==> src/rtl/fpm_sc_pkg.sv <==
package fpm_sc_pkg;

  // classification of one operand
  typedef struct packed {
    logic isZero;
    logic isInf;
    logic isNan;
    logic isSnan;
  } opClass_t;

  // strobes from control to datapath
  typedef struct packed {
    logic pickA;
    logic pickB;
    logic pickInf;
    logic pickZero;
    logic pickDefNan;
    logic makeQuiet;
  } ctrlStrobe_t;

endpackage

==> src/rtl/fpm_sc_classify.sv <==
module fpm_sc_classify
  import fpm_sc_pkg::*;
#(
  parameter int EXP_W  = 11,
  parameter int FRAC_W = 52
) (
  input  logic [EXP_W+FRAC_W:0] op,
  output opClass_t              cls
);
  localparam int W = EXP_W + FRAC_W + 1;

  logic [EXP_W-1:0]  expField;
  logic [FRAC_W-1:0] fracField;
  logic              expOnes;
  logic              expZero;
  logic              fracZero;

  assign expField  = op[W-2 -: EXP_W];
  assign fracField = op[FRAC_W-1:0];
  assign expOnes   = &expField;
  assign expZero   = ~|expField;
  assign fracZero  = ~|fracField;

  always_comb begin
    cls.isZero = expZero & fracZero;
    cls.isInf  = expOnes & fracZero;
    cls.isNan  = expOnes & ~fracZero;
    cls.isSnan = expOnes & ~fracZero & ~fracField[FRAC_W-1];
  end
endmodule

==> src/rtl/fpm_sc_ctrl.sv <==
module fpm_sc_ctrl
  import fpm_sc_pkg::*;
(
  input  opClass_t    clsA,
  input  opClass_t    clsB,
  input  logic        trapInvalidEn,
  output ctrlStrobe_t strobe,
  output logic        valid,
  output logic        invalid,
  output logic        trap,
  output logic        go
);
  ctrlStrobe_t rawStrobe;
  logic        rawInvalid;
  logic        rawGo;

  // priority decision: A NaN, B NaN, inf*zero, inf, zero, go
  always_comb begin
    rawStrobe  = '0;
    rawInvalid = 1'b0;
    rawGo      = 1'b0;
    if (clsA.isNan) begin
      if (clsA.isSnan) begin
        rawInvalid          = 1'b1;
        rawStrobe.pickA     = 1'b1;
        rawStrobe.makeQuiet = 1'b1;
      end else if (clsB.isSnan) begin
        rawInvalid          = 1'b1;
        rawStrobe.pickB     = 1'b1;
        rawStrobe.makeQuiet = 1'b1;
      end else begin
        rawStrobe.pickA = 1'b1;
      end
    end else if (clsB.isNan) begin
      rawStrobe.pickB     = 1'b1;
      rawStrobe.makeQuiet = 1'b1;
      rawInvalid          = clsB.isSnan;
    end else if ((clsA.isInf & clsB.isZero) | (clsB.isInf & clsA.isZero)) begin
      rawInvalid           = 1'b1;
      rawStrobe.pickDefNan = 1'b1;
    end else if (clsA.isInf | clsB.isInf) begin
      rawStrobe.pickInf = 1'b1;
    end else if (clsA.isZero | clsB.isZero) begin
      rawStrobe.pickZero = 1'b1;
    end else begin
      rawGo = 1'b1;
    end
  end

  // trap suppresses result and flag
  always_comb begin
    trap    = rawInvalid & trapInvalidEn;
    invalid = rawInvalid & ~trapInvalidEn;
    go      = rawGo;
    valid   = ~rawGo & ~trap;
    strobe  = trap ? '0 : rawStrobe;
  end
endmodule

==> src/rtl/fpm_sc_datapath.sv <==
module fpm_sc_datapath
  import fpm_sc_pkg::*;
#(
  parameter int EXP_W  = 11,
  parameter int FRAC_W = 52
) (
  input  logic [EXP_W+FRAC_W:0] opA,
  input  logic [EXP_W+FRAC_W:0] opB,
  input  ctrlStrobe_t           strobe,
  output logic [EXP_W+FRAC_W:0] result
);
  localparam int W = EXP_W + FRAC_W + 1;
  localparam logic [W-1:0] QUIET_MASK = {{(W-FRAC_W){1'b0}}, 1'b1, {(FRAC_W-1){1'b0}}};
  localparam logic [W-1:0] DEF_NAN    = {1'b0, {EXP_W{1'b1}}, 1'b1, {(FRAC_W-1){1'b0}}};

  logic         prodSign;
  logic [W-1:0] nanSrc;
  logic [W-1:0] nanOut;

  assign prodSign = opA[W-1] ^ opB[W-1];
  assign nanSrc   = strobe.pickA ? opA : opB;
  assign nanOut   = strobe.makeQuiet ? (nanSrc | QUIET_MASK) : nanSrc;

  always_comb begin
    result = '0;
    if (strobe.pickA | strobe.pickB)
      result = nanOut;
    else if (strobe.pickDefNan)
      result = DEF_NAN;
    else if (strobe.pickInf)
      result = {prodSign, {EXP_W{1'b1}}, {FRAC_W{1'b0}}};
    else if (strobe.pickZero)
      result = {prodSign, {(W-1){1'b0}}};
  end
endmodule

==> src/rtl/fpm_special_resolve.sv <==
module fpm_special_resolve
  import fpm_sc_pkg::*;
#(
  parameter int EXP_W  = 11,
  parameter int FRAC_W = 52
) (
  input  logic [EXP_W+FRAC_W:0] opA,
  input  logic [EXP_W+FRAC_W:0] opB,
  input  logic                  trapInvalidEn,
  output logic                  bypassValid,
  output logic [EXP_W+FRAC_W:0] bypassResult,
  output logic                  invalidFlag,
  output logic                  trapReq,
  output logic                  mulGo
);
  localparam int W = EXP_W + FRAC_W + 1;

  opClass_t    cls [2];
  ctrlStrobe_t strobe;
  logic [W-1:0] ops [2];

  assign ops[0] = opA;
  assign ops[1] = opB;

  for (genvar gi = 0; gi < 2; gi++) begin : g_cls
    fpm_sc_classify #(.EXP_W(EXP_W), .FRAC_W(FRAC_W)) cls_i (
      .op  (ops[gi]),
      .cls (cls[gi])
    );
  end

  fpm_sc_ctrl ctrl_i (
    .clsA          (cls[0]),
    .clsB          (cls[1]),
    .trapInvalidEn (trapInvalidEn),
    .strobe        (strobe),
    .valid         (bypassValid),
    .invalid       (invalidFlag),
    .trap          (trapReq),
    .go            (mulGo)
  );

  fpm_sc_datapath #(.EXP_W(EXP_W), .FRAC_W(FRAC_W)) dp_i (
    .opA    (opA),
    .opB    (opB),
    .strobe (strobe),
    .result (bypassResult)
  );
endmodule

==> config.mk <==
export PLATFORM = sky130hd
export DESIGN_NAME = fpm_special_resolve
export DESIGN_NICKNAME = d
export VERILOG_FILES = /design/src/rtl/fpm_sc_pkg.sv /design/src/rtl/fpm_sc_classify.sv /design/src/rtl/fpm_sc_ctrl.sv /design/src/rtl/fpm_sc_datapath.sv /design/src/rtl/fpm_special_resolve.sv
export SDC_FILE = /design/constraint.sdc
export NUM_CORES = 1
export LEC_CHECK = 0
export ABC_AREA = 0
export BUFFER_PORTS_ARGS = -buffer_cell sky130_fd_sc_hd__buf_2
export CAP_MARGIN = 20
export CORE_AREA = 2 2 75 77
export DETAILED_ROUTE_END_ITERATION = 7
export DIE_AREA = 0 0 77 79
export PLACE_DENSITY = 0.86
export SLEW_MARGIN = 20
export SYNTH_ARGS = -nofsm -noshare
export SYNTH_HDL_FRONTEND = slang
export SYNTH_SLANG_ARGS = --single-unit
==> constraint.sdc <==
create_clock -name vclk -period 3.33
set_clock_uncertainty 0.05 [all_clocks]
set_input_delay 0.1665 -clock vclk [all_inputs]
set_output_delay 0.1665 -clock vclk [all_outputs]
set_load 0.01 [all_outputs]
After elaboration in Yosys (flattened, before gate mapping)
Index checks and enable logic that the tools add are counted.
{ "op_classes": {"mux": 30, "bitwise": 23, "reduce_logical": 10} }
{ "ops": {"columns": ["cell", "n"], "rows": [
  ["$mux 64", 5],
  ["$reduce_or 52->1", 2],
  ["$mux 52", 1],
  ["$reduce_and 11->1", 2],
  ["$reduce_or 11->1", 2],
  ["$mux 1", 20],
  ["$and 1x1->1", 13],
  ["$mux 3", 2],
  ["$mux 6", 1],
  ["$not 1->1", 5],
  ["$logic_not 1->1", 4],
  ["$or 1x1->1", 4],
  ["$mux 2", 1],
  ["$xor 1x1->1", 1]
]} }
{ "totals": {"regBits": 0, "input_bits": 129, "out_inout_bits": 68, "wordCells": 63} }

Longest topological paths before layout
Gate-level depths: netlist (run 1).
{ "depth": {"word_depth": 14, "depth_mapped": 9, "mapped_depth_nobuf": 7} }

By module
A second synthesis (run 1) with hierarchy kept.
{ "hier_totals": {"hier_cells": 302, "hier_area_um2": 1605.3} }
{ "modules_own_cells": {"columns": ["module", "n_inst", "cells_each", "area_per_inst_um2", "seq_area_each_um2"], "rows": [
  ["fpm_sc_datapath", 1, 221, 1051.0, 0.0],
  ["fpm_sc_classify", 2, 29, 203.9, 0.0],
  ["fpm_sc_ctrl", 1, 23, 146.4, 0.0]
]} }

Worst setup path before layout (run 1)
OpenSTA, ideal clock, no wires.
{ "synth_path": {"path_kind": "input port to output port", "from": "input opB[6]", "to": "output bypassResult[10]", "arrival_time_ps": 2027, "required_time_ps": 3113, "slack_ps": 1087, "cell_stages": 9, "path_buffers": 2, "path_cell_list": "nor4_1 -> nand4_1 -> nor4_4 -> nor3_2 -> o31a_4 -> a21o_1 -> buf_6 -> buf_6 -> a21oi_2"} }
{ "synth_via": {"elab_chain_cells": 13, "elab_cells_between_ends": 33, "classes_between": "mux (21); bitwise (10); reduce/logical (2)"} }
{ "synth_rtl": {"columns": ["element", "line", "rtl"], "rows": [
  ["start: declaration", "fpm_special_resolve.sv:8", "input logic [EXP_W+FRAC_W:0] opB,"],
  ["$reduce_or 52->1 (*)", "fpm_sc_classify.sv:22", "assign fracZero = ~|fracField;"],
  ["$logic_not 1->1", "fpm_sc_classify.sv:22", null],
  ["$and 1x1->1, on equally long branches", "fpm_sc_classify.sv:25, fpm_sc_classify.sv:26", null],
  ["$and 1x1->1", "fpm_sc_ctrl.sv:38", "end else if ((clsA.isInf & clsB.isZero) | (clsB.isInf & clsA.isZero)) begin"],
  ["$or 1x1->1", "fpm_sc_ctrl.sv:38", null],
  ["$mux 1", "fpm_sc_ctrl.sv:38", null],
  ["$mux 1", "fpm_sc_ctrl.sv:34", "end else if (clsB.isNan) begin"],
  ["$mux 1", "fpm_sc_ctrl.sv:22", "if (clsA.isNan) begin"],
  ["$and 1x1->1", "fpm_sc_ctrl.sv:52", "trap = rawInvalid & trapInvalidEn;"],
  ["$mux 6 (*)", "fpm_sc_ctrl.sv:56", "strobe = trap ? '0 : rawStrobe;"],
  ["$mux 64, on equally long branches", "fpm_sc_datapath.sv:30, fpm_sc_datapath.sv:21", null],
  ["$mux 64 or $mux 52 (tied branches)", "fpm_sc_datapath.sv:28, fpm_sc_datapath.sv:22", null],
  ["$mux 64 (*)", "fpm_sc_datapath.sv:26", "if (strobe.pickA | strobe.pickB)"],
  ["end: declaration", "fpm_special_resolve.sv:11", "output logic [EXP_W+FRAC_W:0] bypassResult,"]
]} }
Every way passes the cells marked *; elsewhere a longest branch is shown, timed or not.

Final worst setup path (run 1)
{ "layout_path": {"from": "input opA[20]", "to": "output bypassResult[9]"} }
{ "layout_via": {"elab_chain_cells": 13, "elab_cells_between_ends": 30, "classes_between": "mux (18); bitwise (10); reduce/logical (2)"} }
{ "layout_rtl": {"columns": ["element", "line", "rtl"], "rows": [
  ["start: declaration", "fpm_special_resolve.sv:7", "input logic [EXP_W+FRAC_W:0] opA,"],
  ["$reduce_or 52->1 (*)", "fpm_sc_classify.sv:22", null],
  ["$logic_not 1->1", "fpm_sc_classify.sv:22", null],
  ["$and 1x1->1, on equally long branches", "fpm_sc_classify.sv:26, fpm_sc_classify.sv:25", null],
  ["$and 1x1->1", "fpm_sc_ctrl.sv:38", null],
  ["$or 1x1->1", "fpm_sc_ctrl.sv:38", null],
  ["$mux 1", "fpm_sc_ctrl.sv:38", null],
  ["$mux 1", "fpm_sc_ctrl.sv:34", null],
  ["$mux 1", "fpm_sc_ctrl.sv:22", null],
  ["$and 1x1->1", "fpm_sc_ctrl.sv:52", null],
  ["$mux 6 (*)", "fpm_sc_ctrl.sv:56", null],
  ["$mux 64, on equally long branches", "fpm_sc_datapath.sv:30, fpm_sc_datapath.sv:21", null],
  ["$mux 64 or $mux 52 (tied branches)", "fpm_sc_datapath.sv:28, fpm_sc_datapath.sv:22", null],
  ["$mux 64 (*)", "fpm_sc_datapath.sv:26", null]
]} }
Marked as above.

==> results of run 1 <==
metrics by stage:
stage	cell area [sq um]	hold WS [ns]	power, mW
after floorplan	1550	0.331	0.0314
after detailed placement	2590	0.568	0.134
after CTS	2590	0.569	0.135
after global routing	2590	0.587	0.151
final	2590	0.567	0.136
after global placement	2590	0.580	0.131
worst max path at each step:
| stage | slack (ns) | end | start | depth (start not counted) |
|---|---|---|---|---|
| CTS | 0.27 | bypassResult[9] | opA[20] | 10 |
| global route | 0.07 | bypassResult[29] | opB[20] | 10 |
| finish | 0.28 | bypassResult[9] | opA[20] | 10 |
| global placement | 0.33 | bypassResult[9] | opB[9] | 11 |
| floorplan | 1.09 | bypassResult[10] | opB[6] | 9 |
| detailed placement | 0.28 | bypassResult[9] | opA[20] | 10 |
final cells by class:
type | count | area share (%)
well taps | 72 | 3.47
inverters | 5 | 0.724
repair buffers | 204 | 41.0
multi-input cells | 250 | 54.8
logic make-up after synthesis:
group                  share of synthesized area [%]
and+or+nand+nor                                 55.3
AOI/OAI and AO/OA                               35.6
buffers and inverters                           9.11
placed cells by master, fill, tap and decap left out, drive strengths merged:
cell	synthesis	layout
nand2	107	107
a21oi	55	55
buf	9	204
o211ai	1	1
inv	5	5
a31o	1	1
nand2b	2	2
nand4	8	8
and3	1	1
nor2b	1	1
a31oi	1	1
nor4	32	32
nor2	17	17
o21ai	1	1
a2111o	1	1
nor3	7	7
and4	1	1
or3	2	2
o22ai	2	2
a21o	1	1
nand3	7	7
o31a	1	1
o211a	1	1
power groups by stage:
stage               logic, mW  clock network [mW]  registers, mW
floorplan              0.0314                   0              0
global placement        0.131                   0              0
detailed placement      0.134                   0              0
CTS                     0.135                   0              0
global route            0.151                   0              0
finish                  0.136                   0              0
routing by layer:
| metal | track usage (%) | part of all wire [%] | vias to the layer above |
|---|---|---|---|
| li1 | - | - | 1348 |
| met3 | 2.50 | 8.6 | 10 |
| met4 | 3.21 | 1.0 | 0 |
| met5 | 0 | 0 | - |
| met2 | 41.3 | 51 | 145 |
| met1 | 26.0 | 39 | 1231 |
==> report_table.html, run 1 <==
<table>
<tr><th>Metric</th><th>Value</th></tr>
<tr><th colspan="2">Final layout</th></tr>
<tr><td>Fraction of final layout cells with drive strength greater than 1</td><td>56.6%</td></tr>
<tr><td>Fraction of the core area covered by cells at the end of the flow</td><td>48.6%</td></tr>
<tr><td>Number of fill cells in the layout</td><td>540</td></tr>
<tr><td>Area taken by multi-input logic gates</td><td>1420 sq um</td></tr>
<tr><td>Final net count</td><td>590</td></tr>
<tr><td>Inserted Diodes</td><td>0</td></tr>
<tr><td>Layout sequential cell count</td><td>0</td></tr>
<tr><td>Number of standard cells in the final layout excluding fillers</td><td>531</td></tr>
<tr><td>Clock buffer instance count of the final layout</td><td>0</td></tr>
<tr><td>Sequential cell area</td><td>0 sq um</td></tr>
<tr><td>Area added between synthesis and finish</td><td>67.1%</td></tr>
<tr><th colspan="2">Power and ir drop</th></tr>
<tr><td>Switching pwr</td><td>0.0674 mW</td></tr>
<tr><td>Leakage</td><td>1.41 nW</td></tr>
<tr><td>Share of total power in sequential cells</td><td>0%</td></tr>
<tr><td>Switching power share of the total</td><td>49.6%</td></tr>
<tr><td>Clock share of power</td><td>0%</td></tr>
<tr><td>Comb power frac</td><td>100.0%</td></tr>
<tr><td>Max IR drop VDD</td><td>0.0251 mV</td></tr>
<tr><td>Internal Pwr Total</td><td>0.0687 mW</td></tr>
<tr><td>Pwr/cell area</td><td>52.5 nW/um^2</td></tr>
<tr><th colspan="2">Logic synthesis</th></tr>
<tr><td>Top post-synthesis cells by count</td><td>107 x sky130_fd_sc_hd__nand2_1, 49 x sky130_fd_sc_hd__a21oi_2, 30 x sky130_fd_sc_hd__nor4_1</td></tr>
<tr><td>Syn_nets</td><td>403</td></tr>
<tr><td>Post-synthesis cell type count</td><td>30</td></tr>
<tr><td>Cells after Synth</td><td>274</td></tr>
<tr><td>Mean Syn Cell Area</td><td>5.66 sq um</td></tr>
<tr><td>Post-synth top area cell</td><td>sky130_fd_sc_hd__a21oi_2</td></tr>
<tr><td>Sequential-to-total area share from yosys stat</td><td>0%</td></tr>
<tr><td>Most common cell in the netlist</td><td>sky130_fd_sc_hd__nand2_1</td></tr>
<tr><td>Portion of synthesized cell area occupied by the leading cell type</td><td>27.7%</td></tr>
<tr><td>Number of warning messages in the yosys log</td><td>0</td></tr>
<tr><td>Synth Cell Area</td><td>1550 sq um</td></tr>
<tr><td>Largest cells by area after synthesis</td><td>sky130_fd_sc_hd__a21oi_2 28%, sky130_fd_sc_hd__nand2_1 26%, sky130_fd_sc_hd__nor4_1 12%, sky130_fd_sc_hd__buf_6 4.4%, sky130_fd_sc_hd__nor2_1 4.1%</td></tr>
<tr><th colspan="2">STA</th></tr>
<tr><td>Endpoints failing setup</td><td>0</td></tr>
<tr><td>Crit path time final</td><td>3.05 ns</td></tr>
<tr><td>Relative slew slack</td><td>55.0%</td></tr>
<tr><td>Maximum clock frequency</td><td>328 MHz</td></tr>
<tr><td>Worst setup slack after layout</td><td>0.278 ns</td></tr>
<tr><td>RSZ-0062 raised after global routing</td><td>false</td></tr>
<tr><td>Share of the clock period used by the worst path</td><td>91.7%</td></tr>
<tr><td>Hold Fails Final Rpt</td><td>0</td></tr>
<tr><td>Setup TNS Final</td><td>0 ns</td></tr>
<tr><td>Final slew viol count</td><td>0</td></tr>
<tr><td>Pin slew with the least headroom to its limit</td><td>0.672 ns</td></tr>
<tr><th colspan="2">Critical path</th></tr>
<tr><td>Cell repeated most along the worst path</td><td>sky130_fd_sc_hd__buf_2</td></tr>
<tr><td>Slowest Stage Delay on Critical Path</td><td>0.55 ns</td></tr>
<tr><td>Critical path data arrival time</td><td>2.84 ns</td></tr>
<tr><td>Sequence of cells on the critical path</td><td>buf_2 -&gt; nor4_1 -&gt; nand4_1 -&gt; nor4_2 -&gt; nor3_1 -&gt; o31a_4 -&gt; a21o_2 -&gt; buf_12 -&gt; a21oi_2 -&gt; buf_2</td></tr>
<tr><td>Nature of the critical path endpoint</td><td>output port</td></tr>
<tr><td>Max Fanout on Critical Path</td><td>20</td></tr>
<tr><td>Cell family contributing the most delay on the critical path</td><td>simple AND/OR/NAND/NOR gates</td></tr>
<tr><td>CP Launch Type</td><td>input port</td></tr>
<tr><td>Start-to-end type of the worst setup path</td><td>input port to output port</td></tr>
<tr><td>Number of buffers and inverters on the critical path</td><td>3</td></tr>
<tr><td>Master of the slowest instance on the critical path</td><td>sky130_fd_sc_hd__nor4_2</td></tr>
<tr><td>Required time of the critical path</td><td>3.11 ns</td></tr>
<tr><th colspan="2">Floorplanning</th></tr>
<tr><td>Placement row count</td><td>27</td></tr>
<tr><td>Die footprint</td><td>6080 sq um</td></tr>
<tr><td>Initial core utilization</td><td>29.1%</td></tr>
<tr><td>Floorplan Core Area</td><td>5340 sq um</td></tr>
<tr><td>Die height</td><td>79 um</td></tr>
<tr><td>Boundary Pins</td><td>197</td></tr>
<tr><td>Die span in x</td><td>77 um</td></tr>
<tr><th colspan="2">Placed design</th></tr>
<tr><td>HPWL after detailed placement</td><td>6110 um</td></tr>
<tr><td>Placed cell count</td><td>531</td></tr>
<tr><td>Number of port buffers</td><td>197</td></tr>
<tr><td>Setup slack after placement</td><td>0.276 ns</td></tr>
<tr><td>Last weighted congestion value of the routability-driven placer</td><td>0.884</td></tr>
<tr><th colspan="2">Global route</th></tr>
<tr><td>Vias in the first global route</td><td>2556</td></tr>
<tr><td>GRT Residual Overflow</td><td>0</td></tr>
<tr><td>Global-route wire length before repair</td><td>11200 um</td></tr>
<tr><td>Global router's overall resource usage</td><td>21.5%</td></tr>
<tr><td>Number of antenna violations at the first check in global routing</td><td>0</td></tr>
<tr><td>Maximum number of pins on one net before global-route repair</td><td>34</td></tr>
<tr><th colspan="2">Drt</th></tr>
<tr><td>Number of nets with antenna violations after detailed routing</td><td>0</td></tr>
<tr><td>Vias after detailed routing</td><td>2734</td></tr>
<tr><td>Average wire length per cell after detail routing</td><td>13.3 um</td></tr>
<tr><td>Initial drt markers</td><td>133</td></tr>
<tr><td>Detail-routed via count per cell</td><td>5.15</td></tr>
<tr><td>Residual DRC</td><td>0</td></tr>
<tr><td>Routed WL</td><td>7050 um</td></tr>
<tr><td>Detailed-router iteration count before antenna repair</td><td>4</td></tr>
<tr><th colspan="2">Run status</th></tr>
<tr><td>Outcome</td><td>finished clean</td></tr>
<tr><th colspan="2">Min path</th></tr>
<tr><td>Endpoint of the worst hold path</td><td>invalidFlag</td></tr>
<tr><td>Hold Path Cell Cnt</td><td>3</td></tr>
<tr><td>Startpoint of the lowest-slack hold path</td><td>trapInvalidEn</td></tr>
<tr><td>Hold/Removal Path Class</td><td>input port to output port</td></tr>
<tr><th colspan="2">Run</th></tr>
<tr><td>Max-cap viol count</td><td>0</td></tr>
<tr><th colspan="2">CTS</th></tr>
<tr><td>Hold-fix buffer count after cts</td><td>0</td></tr>
<tr><td>Post-CTS resize count</td><td>0</td></tr>
<tr><td>Post-CTS setup buffer count</td><td>0</td></tr>
</table>
Power figures use the tool's default switching activity.
==> inputs of run 2 (changes only) <==
- RECOVER_POWER: unset -> 50
==> report_table.html, run 2 (synthesis results as in run 1) <==
<table>
<tr><th>Metric</th><th>Value</th></tr>
<tr><th colspan="2">Run status</th></tr>
<tr><td>Outcome</td><td>finished clean</td></tr>
<tr><th colspan="2">Power and ir drop</th></tr>
<tr><td>Clock share of power</td><td>0% (unchanged)</td></tr>
<tr><td>Share of total power in sequential cells</td><td>0% (unchanged)</td></tr>
<tr><td>Pwr/cell area</td><td>53.7 nW/um^2 (+2.2%)</td></tr>
<tr><td>Max IR drop VDD</td><td>0.0254 mV (+1.0%)</td></tr>
<tr><td>Switching power share of the total</td><td>49.4% (-0.15 points)</td></tr>
<tr><td>Comb power frac</td><td>100.0% (about the same)</td></tr>
<tr><td>Leakage</td><td>1.32 nW (-6.6%)</td></tr>
<tr><td>Switching pwr</td><td>0.0668 mW (-0.93%)</td></tr>
<tr><td>Internal Pwr Total</td><td>0.0684 mW (-0.32%)</td></tr>
<tr><th colspan="2">Global route</th></tr>
<tr><td>Peak-usage layer in the global routing report</td><td>met2</td></tr>
<tr><td>Routing usage on met2</td><td>41.3% (unchanged)</td></tr>
<tr><td>Global router's overall resource usage</td><td>21.5% (unchanged)</td></tr>
<tr><td>Met1 Resource Use GR</td><td>26.0% (unchanged)</td></tr>
<tr><td>Maximum number of pins on one net before global-route repair</td><td>34 (unchanged)</td></tr>
<tr><td>Number of antenna violations at the first check in global routing</td><td>0 (unchanged)</td></tr>
<tr><td>Global-route track usage on met3</td><td>2.50% (unchanged)</td></tr>
<tr><td>GRT Residual Overflow</td><td>0 (unchanged)</td></tr>
<tr><td>Vias in the first global route</td><td>2556 (unchanged)</td></tr>
<tr><td>Global-route wire length before repair</td><td>11200 um (unchanged)</td></tr>
<tr><th colspan="2">STA</th></tr>
<tr><td>Setup TNS Final</td><td>0 ns (unchanged)</td></tr>
<tr><td>Final slew viol count</td><td>0 (unchanged)</td></tr>
<tr><td>Endpoints failing setup</td><td>0 (unchanged)</td></tr>
<tr><td>Hold Fails Final Rpt</td><td>0 (unchanged)</td></tr>
<tr><td>RSZ-0062 raised after global routing</td><td>false</td></tr>
<tr><td>Relative slew slack</td><td>55.3% (+0.25 points)</td></tr>
<tr><td>Crit path time final</td><td>3.02 ns (-0.0332 ns)</td></tr>
<tr><td>Share of the clock period used by the worst path</td><td>90.7% (-1.0 points)</td></tr>
<tr><td>Pin slew with the least headroom to its limit</td><td>0.669 ns (-0.00369 ns)</td></tr>
<tr><td>Maximum clock frequency</td><td>331 MHz (+1.1%)</td></tr>
<tr><td>Worst setup slack after layout</td><td>0.311 ns (+0.0332 ns)</td></tr>
<tr><th colspan="2">Final layout</th></tr>
<tr><td>Clock buffer instance count of the final layout</td><td>0 (unchanged)</td></tr>
<tr><td>Area added between synthesis and finish</td><td>62.4%</td></tr>
<tr><td>Sequential cell area</td><td>0 sq um (unchanged)</td></tr>
<tr><td>Final net count</td><td>590 (unchanged)</td></tr>
<tr><td>Most used cells in the layout excluding fill and tap cells</td><td>178 x sky130_fd_sc_hd__buf_2, 107 x sky130_fd_sc_hd__nand2_1, 42 x sky130_fd_sc_hd__a21oi_2</td></tr>
<tr><td>Inserted Diodes</td><td>0 (unchanged)</td></tr>
<tr><td>Number of fill cells in the layout</td><td>570 (+5.6%)</td></tr>
<tr><td>Layout sequential cell count</td><td>0 (unchanged)</td></tr>
<tr><td>Area taken by multi-input logic gates</td><td>1390 sq um (-2.2%)</td></tr>
<tr><td>Fraction of final layout cells with drive strength greater than 1</td><td>50.8% (-5.9 points)</td></tr>
<tr><td>Most frequent standard cell in the layout excluding fill and tap cells</td><td>sky130_fd_sc_hd__buf_2</td></tr>
<tr><th colspan="2">CTS</th></tr>
<tr><td>Post-CTS setup buffer count</td><td>0 (unchanged)</td></tr>
<tr><td>Hold-fix buffer count after cts</td><td>0 (unchanged)</td></tr>
<tr><td>Post-CTS resize count</td><td>0 (unchanged)</td></tr>
<tr><th colspan="2">Critical path</th></tr>
<tr><td>Slowest Stage Delay on Critical Path</td><td>0.55 ns (about the same)</td></tr>
<tr><td>Max Fanout on Critical Path</td><td>20 (unchanged)</td></tr>
<tr><td>Number of buffers and inverters on the critical path</td><td>3 (unchanged)</td></tr>
<tr><td>Start-to-end type of the worst setup path</td><td>input port to output port</td></tr>
<tr><td>Stages on worst setup path</td><td>10 (unchanged)</td></tr>
<tr><td>Nature of the critical path endpoint</td><td>output port</td></tr>
<tr><td>Cell family contributing the most delay on the critical path</td><td>simple AND/OR/NAND/NOR gates</td></tr>
<tr><td>Cell repeated most along the worst path</td><td>sky130_fd_sc_hd__buf_2</td></tr>
<tr><td>Required time of the critical path</td><td>3.11 ns (about the same)</td></tr>
<tr><td>Critical path data arrival time</td><td>2.80 ns (-0.04 ns)</td></tr>
<tr><td>CP Launch Type</td><td>input port</td></tr>
<tr><td>Master of the slowest instance on the critical path</td><td>sky130_fd_sc_hd__nor4_2</td></tr>
<tr><td>Sequence of cells on the critical path</td><td>buf_2 -&gt; nor4_1 -&gt; nand4_1 -&gt; nor4_2 -&gt; nor3_1 -&gt; o31a_4 -&gt; a21o_2 -&gt; buf_6 -&gt; a21oi_2 -&gt; buf_2</td></tr>
<tr><th colspan="2">Min path</th></tr>
<tr><td>Hold Path Cell Cnt</td><td>3 (unchanged)</td></tr>
<tr><td>Hold/Removal Path Class</td><td>input port to output port</td></tr>
<tr><th colspan="2">Floorplanning</th></tr>
<tr><td>Die height</td><td>79 um (unchanged)</td></tr>
<tr><td>Floorplan Core Area</td><td>5340 sq um (unchanged)</td></tr>
<tr><td>Die footprint</td><td>6080 sq um (unchanged)</td></tr>
<tr><td>Placement row count</td><td>27 (unchanged)</td></tr>
<tr><td>Initial core utilization</td><td>29.1% (unchanged)</td></tr>
<tr><td>Boundary Pins</td><td>197 (unchanged)</td></tr>
<tr><td>Die span in x</td><td>77 um (unchanged)</td></tr>
<tr><th colspan="2">Drt</th></tr>
<tr><td>Detail-routed via count per cell</td><td>5.20 (+0.95%)</td></tr>
<tr><td>Average wire length per cell after detail routing</td><td>13.4 um (+1.0%)</td></tr>
<tr><td>Residual DRC</td><td>0 (unchanged)</td></tr>
<tr><td>Number of nets with antenna violations after detailed routing</td><td>0 (unchanged)</td></tr>
<tr><td>Routed WL</td><td>7130 um (+1.0%)</td></tr>
<tr><td>Initial drt markers</td><td>105 (-21%)</td></tr>
<tr><td>Vias after detailed routing</td><td>2760 (+0.95%)</td></tr>
<tr><td>Detailed-router iteration count before antenna repair</td><td>5 (+1)</td></tr>
<tr><th colspan="2">Placed design</th></tr>
<tr><td>Setup slack after placement</td><td>0.276 ns (unchanged)</td></tr>
<tr><td>HPWL after detailed placement</td><td>6110 um (unchanged)</td></tr>
<tr><td>Last weighted congestion value of the routability-driven placer</td><td>0.884 (unchanged)</td></tr>
<tr><td>Number of port buffers</td><td>197 (unchanged)</td></tr>
<tr><th colspan="2">Run</th></tr>
<tr><td>Max-cap viol count</td><td>0 (unchanged)</td></tr>
</table>
==> run 2: cell types whose count changed in the layout (fill, tap and decap cells not counted) <==
cell	before	now
sky130_fd_sc_hd__a21oi_1	6	13
sky130_fd_sc_hd__nor3_2	1	0
sky130_fd_sc_hd__buf_6	0	2
sky130_fd_sc_hd__a21oi_2	49	42
sky130_fd_sc_hd__nor3_1	6	7
sky130_fd_sc_hd__buf_2	197	178
sky130_fd_sc_hd__buf_12	2	0
sky130_fd_sc_hd__clkbuf_1	0	19
==> run 2: routing by layer <==
| metal | vias up | part of all wire (%) |
|---|---|---|
| met4 | 0 | 1.2 |
| li1 | 1350 | - |
| met5 | - | 0 |
| met3 | 14 | 8.4 |
| met2 | 163 | 51 |
| met1 | 1233 | 40 |
==> run 2: final timing paths <==
path          start               to
max         opA[20]  bypassResult[9]
min   trapInvalidEn      invalidFlag
==> run 2: stage by stage <==
stage               hold WS, ns  instances  power (mW)  area (sq um)  utilization [%]
floorplan                 0.331        274      0.0314          1550                -
global placement          0.580        531       0.131          2590             48.6
detailed placement        0.568        531       0.134          2590             48.6
CTS                       0.569        531       0.135          2590             48.6
global route              0.587        531       0.150          2520             47.2
finish                    0.566        531       0.135          2520             47.2
==> run 2: area by class of cell <==
type,count,area share [%]
multi-input combinational,250,55.1
timing repair buffer,204,40.6
tap,72,3.57
inverter,5,0.745
==> run 2: power by group through the flow <==
| stage | combinational, mW | clock, mW | sequential [mW] |
|---|---|---|---|
| 2_1_floorplan | 0.0314 | 0 | 0 |
| 3_3_place_gp | 0.131 | 0 | 0 |
| 3_5_place_dp | 0.134 | 0 | 0 |
| 4_1_cts | 0.135 | 0 | 0 |
| 5_1_grt | 0.150 | 0 | 0 |
| 6_report | 0.135 | 0 | 0 |
==> inputs of run 3 (changes only) <==
--- a/config.mk
+++ b/config.mk
@@ -13,2 +13,3 @@
 export DIE_AREA = 0 0 77 79
+export MAX_ROUTING_LAYER = met4
 export PLACE_DENSITY = 0.86
==> constraint.sdc (replaced) <==
create_clock -name vclk -period 3.33
set_clock_uncertainty 0.05 [all_clocks]
set_input_delay 0.8325 -clock vclk [all_inputs]
set_output_delay 0.8325 -clock vclk [all_outputs]
set_load 0.01 [all_outputs]
==> report_table.html, run 3 (synthesis results as in run 1) <==
<table>
<tr><th>Metric</th><th>Value</th></tr>
<tr><th colspan="2">Placed design</th></tr>
<tr><td>Number of port buffers</td><td>197 (unchanged)</td></tr>
<tr><td>Placed cell count</td><td>567 (+6.8%)</td></tr>
<tr><td>Setup slack after placement</td><td>-0.815 ns (-1.09 ns)</td></tr>
<tr><td>HPWL after detailed placement</td><td>6370 um (+4.2%)</td></tr>
<tr><td>Area of placed instances</td><td>2970 sq um (+14%)</td></tr>
<tr><td>Last weighted congestion value of the routability-driven placer</td><td>0.905 (+2.4%)</td></tr>
<tr><th colspan="2">Global route</th></tr>
<tr><td>Vias in the first global route</td><td>2980 (+17%)</td></tr>
<tr><td>Global router's overall resource usage</td><td>27.4% (+5.9 points)</td></tr>
<tr><td>Global-route wire length before repair</td><td>13500 um (+20%)</td></tr>
<tr><td>GRT Residual Overflow</td><td>0 (unchanged)</td></tr>
<tr><td>Maximum number of pins on one net before global-route repair</td><td>27 (-21%)</td></tr>
<tr><td>Number of antenna violations at the first check in global routing</td><td>0 (unchanged)</td></tr>
<tr><th colspan="2">Critical path</th></tr>
<tr><td>Stages on worst setup path</td><td>11 (+1)</td></tr>
<tr><td>Master of the slowest instance on the critical path</td><td>sky130_fd_sc_hd__nor4_1</td></tr>
<tr><td>Critical path data arrival time</td><td>3.00 ns (+0.20 ns)</td></tr>
<tr><td>Sequence of cells on the critical path</td><td>buf_2 -&gt; nor4_1 -&gt; nand4_1 -&gt; nor4_4 -&gt; nor3_2 -&gt; o31a_4 -&gt; a21o_4 -&gt; buf_12 -&gt; clkbuf_16 -&gt; a21oi_2 -&gt; buf_2</td></tr>
<tr><td>Cell family contributing the most delay on the critical path</td><td>simple AND/OR/NAND/NOR gates</td></tr>
<tr><td>Nature of the critical path endpoint</td><td>output port</td></tr>
<tr><td>Start-to-end type of the worst setup path</td><td>input port to output port</td></tr>
<tr><td>Cell repeated most along the worst path</td><td>sky130_fd_sc_hd__buf_2</td></tr>
<tr><td>Number of buffers and inverters on the critical path</td><td>4 (+1)</td></tr>
<tr><td>Slowest Stage Delay on Critical Path</td><td>0.37 ns (-0.18 ns)</td></tr>
<tr><td>CP Launch Type</td><td>input port</td></tr>
<tr><td>Max Fanout on Critical Path</td><td>6 (-70%)</td></tr>
<tr><td>Required time of the critical path</td><td>2.45 ns (-0.66 ns)</td></tr>
<tr><th colspan="2">CTS</th></tr>
<tr><td>Hold-fix buffer count after cts</td><td>0 (unchanged)</td></tr>
<tr><th colspan="2">STA</th></tr>
<tr><td>RSZ-0062 raised after global routing</td><td>true</td></tr>
<tr><td>Setup TNS Final</td><td>-31.64 ns (-31.64 ns)</td></tr>
<tr><td>Maximum clock frequency</td><td>258 MHz (-22%)</td></tr>
<tr><td>Endpoints failing setup</td><td>67 (+67)</td></tr>
<tr><td>Final slew viol count</td><td>0 (unchanged)</td></tr>
<tr><td>Share of the clock period used by the worst path</td><td>116% (+26 points)</td></tr>
<tr><td>Crit path time final</td><td>3.88 ns (+0.860 ns)</td></tr>
<tr><td>Pin slew with the least headroom to its limit</td><td>0.817 ns (+0.149 ns)</td></tr>
<tr><td>Worst setup slack after layout</td><td>-0.549 ns (-0.860 ns)</td></tr>
<tr><td>Relative slew slack</td><td>45.3% (-9.9 points)</td></tr>
<tr><td>Hold Fails Final Rpt</td><td>0 (unchanged)</td></tr>
<tr><th colspan="2">Floorplanning</th></tr>
<tr><td>Die footprint</td><td>6080 sq um (unchanged)</td></tr>
<tr><td>Die height</td><td>79 um (unchanged)</td></tr>
<tr><td>Boundary Pins</td><td>197 (unchanged)</td></tr>
<tr><td>Floorplan Core Area</td><td>5340 sq um (unchanged)</td></tr>
<tr><td>Placement row count</td><td>27 (unchanged)</td></tr>
<tr><td>Die span in x</td><td>77 um (unchanged)</td></tr>
<tr><td>Initial core utilization</td><td>29.1% (unchanged)</td></tr>
<tr><th colspan="2">Power and ir drop</th></tr>
<tr><td>Switching pwr</td><td>0.106 mW (+59%)</td></tr>
<tr><td>Switching power share of the total</td><td>52.2% (+2.8 points)</td></tr>
<tr><td>Pwr/cell area</td><td>51.4 nW/um^2 (-4.2%)</td></tr>
<tr><td>Comb power frac</td><td>100.0% (about the same)</td></tr>
<tr><td>Max IR drop VDD</td><td>0.0411 mV (+62%)</td></tr>
<tr><td>Clock share of power</td><td>0% (unchanged)</td></tr>
<tr><td>Leakage</td><td>1.94 nW (+47%)</td></tr>
<tr><td>Share of total power in sequential cells</td><td>0% (unchanged)</td></tr>
<tr><td>Internal Pwr Total</td><td>0.0968 mW (+42%)</td></tr>
<tr><th colspan="2">Run status</th></tr>
<tr><td>Outcome</td><td>finished, violations left</td></tr>
<tr><td>Violated checks</td><td>negative setup slack</td></tr>
<tr><th colspan="2">Final layout</th></tr>
<tr><td>Sequential cell area</td><td>0 sq um (unchanged)</td></tr>
<tr><td>Number of standard cells in the final layout excluding fillers</td><td>596 (+12%)</td></tr>
<tr><td>Fraction of final layout cells with drive strength greater than 1</td><td>71.8% (+21 points)</td></tr>
<tr><td>Most frequent standard cell in the layout excluding fill and tap cells</td><td>sky130_fd_sc_hd__buf_2</td></tr>
<tr><td>Clock buffer instance count of the final layout</td><td>0 (unchanged)</td></tr>
<tr><td>Final instance area</td><td>3940 sq um (+57%)</td></tr>
<tr><td>Area taken by multi-input logic gates</td><td>1880 sq um (+35%)</td></tr>
<tr><td>Inserted Diodes</td><td>0 (unchanged)</td></tr>
<tr><td>Number of fill cells in the layout</td><td>382 (-33%)</td></tr>
<tr><td>Area added between synthesis and finish</td><td>154%</td></tr>
<tr><td>Most used cells in the layout excluding fill and tap cells</td><td>180 x sky130_fd_sc_hd__buf_2, 90 x sky130_fd_sc_hd__nand2_1, 44 x sky130_fd_sc_hd__a21oi_2</td></tr>
<tr><td>Layout sequential cell count</td><td>0 (unchanged)</td></tr>
<tr><td>Final net count</td><td>655 (+11%)</td></tr>
<tr><th colspan="2">Drt</th></tr>
<tr><td>Detail-routed via count per cell</td><td>5.42 (+4.3%)</td></tr>
<tr><td>Detailed-router iteration count before antenna repair</td><td>4 (-1)</td></tr>
<tr><td>Residual DRC</td><td>0 (unchanged)</td></tr>
<tr><td>Average wire length per cell after detail routing</td><td>17.4 um (+30%)</td></tr>
<tr><td>Routed WL</td><td>10400 um (+46%)</td></tr>
<tr><td>Vias after detailed routing</td><td>3232 (+17%)</td></tr>
<tr><td>Initial drt markers</td><td>144 (+37%)</td></tr>
<tr><td>Number of nets with antenna violations after detailed routing</td><td>0 (unchanged)</td></tr>
<tr><th colspan="2">Run</th></tr>
<tr><td>Max-cap viol count</td><td>0 (unchanged)</td></tr>
<tr><th colspan="2">Min path</th></tr>
<tr><td>Hold/Removal Path Class</td><td>input port to output port</td></tr>
<tr><td>Hold Path Cell Cnt</td><td>3 (unchanged)</td></tr>
</table>
[run 3: cell count changes in the layout (fill, tap and decap cells not counted), moves of 4 or more]
cell / before / now
sky130_fd_sc_hd__buf_4: 5 / 41
sky130_fd_sc_hd__clkbuf_1: 19 / 0
sky130_fd_sc_hd__nand2_1: 107 / 90
sky130_fd_sc_hd__nor4_4: 1 / 17
sky130_fd_sc_hd__nor4_2: 1 / 6
sky130_fd_sc_hd__a21oi_4: 0 / 7
sky130_fd_sc_hd__buf_12: 0 / 8
sky130_fd_sc_hd__nand2_2: 0 / 14
sky130_fd_sc_hd__a21oi_1: 13 / 4
sky130_fd_sc_hd__buf_6: 2 / 28
sky130_fd_sc_hd__nor4_1: 30 / 9
sky130_fd_sc_hd__clkbuf_16: 0 / 7
sky130_fd_sc_hd__nor2_1: 17 / 13
[run 3: repair_timing]
item / in CTS / in global routing
setup endpoints to repair: 68 / 68
gates cloned: 3 / 10
resized for setup: 61 / 54
pin swaps: 13 / 15
setup buffers: 13 / 7
[run 3: cell type report]
cell class / count / share of cell area [%]
timing repair buffer: 269 / 49.7
inverter: 5 / 0.476
tap: 72 / 2.28
multi-input combinational: 250 / 47.6
[run 3: final timing paths]
check,to,slack (ns),startpoint
max,bypassResult[17],-0.55,opB[40]
min,invalidFlag,1.92,trapInvalidEn
[run 3: metrics by stage]
step	utilization (%)	power, mW	hold WS [ns]
after floorplan	-	0.0328	1.66
after global placement	55.6	0.146	1.91
after detailed placement	55.6	0.151	1.91
after CTS	65.1	0.177	1.90
after global routing	73.9	0.216	1.93
final	73.9	0.203	1.92
[run 3: power by group through the flow]
stage	logic (mW)	clock network, mW	registers [mW]
after detailed placement	0.151	0	0
after floorplan	0.0328	0	0
final	0.203	0	0
after global placement	0.146	0	0
after global routing	0.216	0	0
after CTS	0.177	0	0
[run 3: layer usage]
layer	routed length, um	global-route usage [%]	up-vias	share of wire, %
met2	5590	55.1	194	54
met4	264	7.14	0	2.5
met5	0	-	-	0
li1	-	-	1496	-
met3	739	2.61	27	7.1
met1	3790	28.4	1515	36
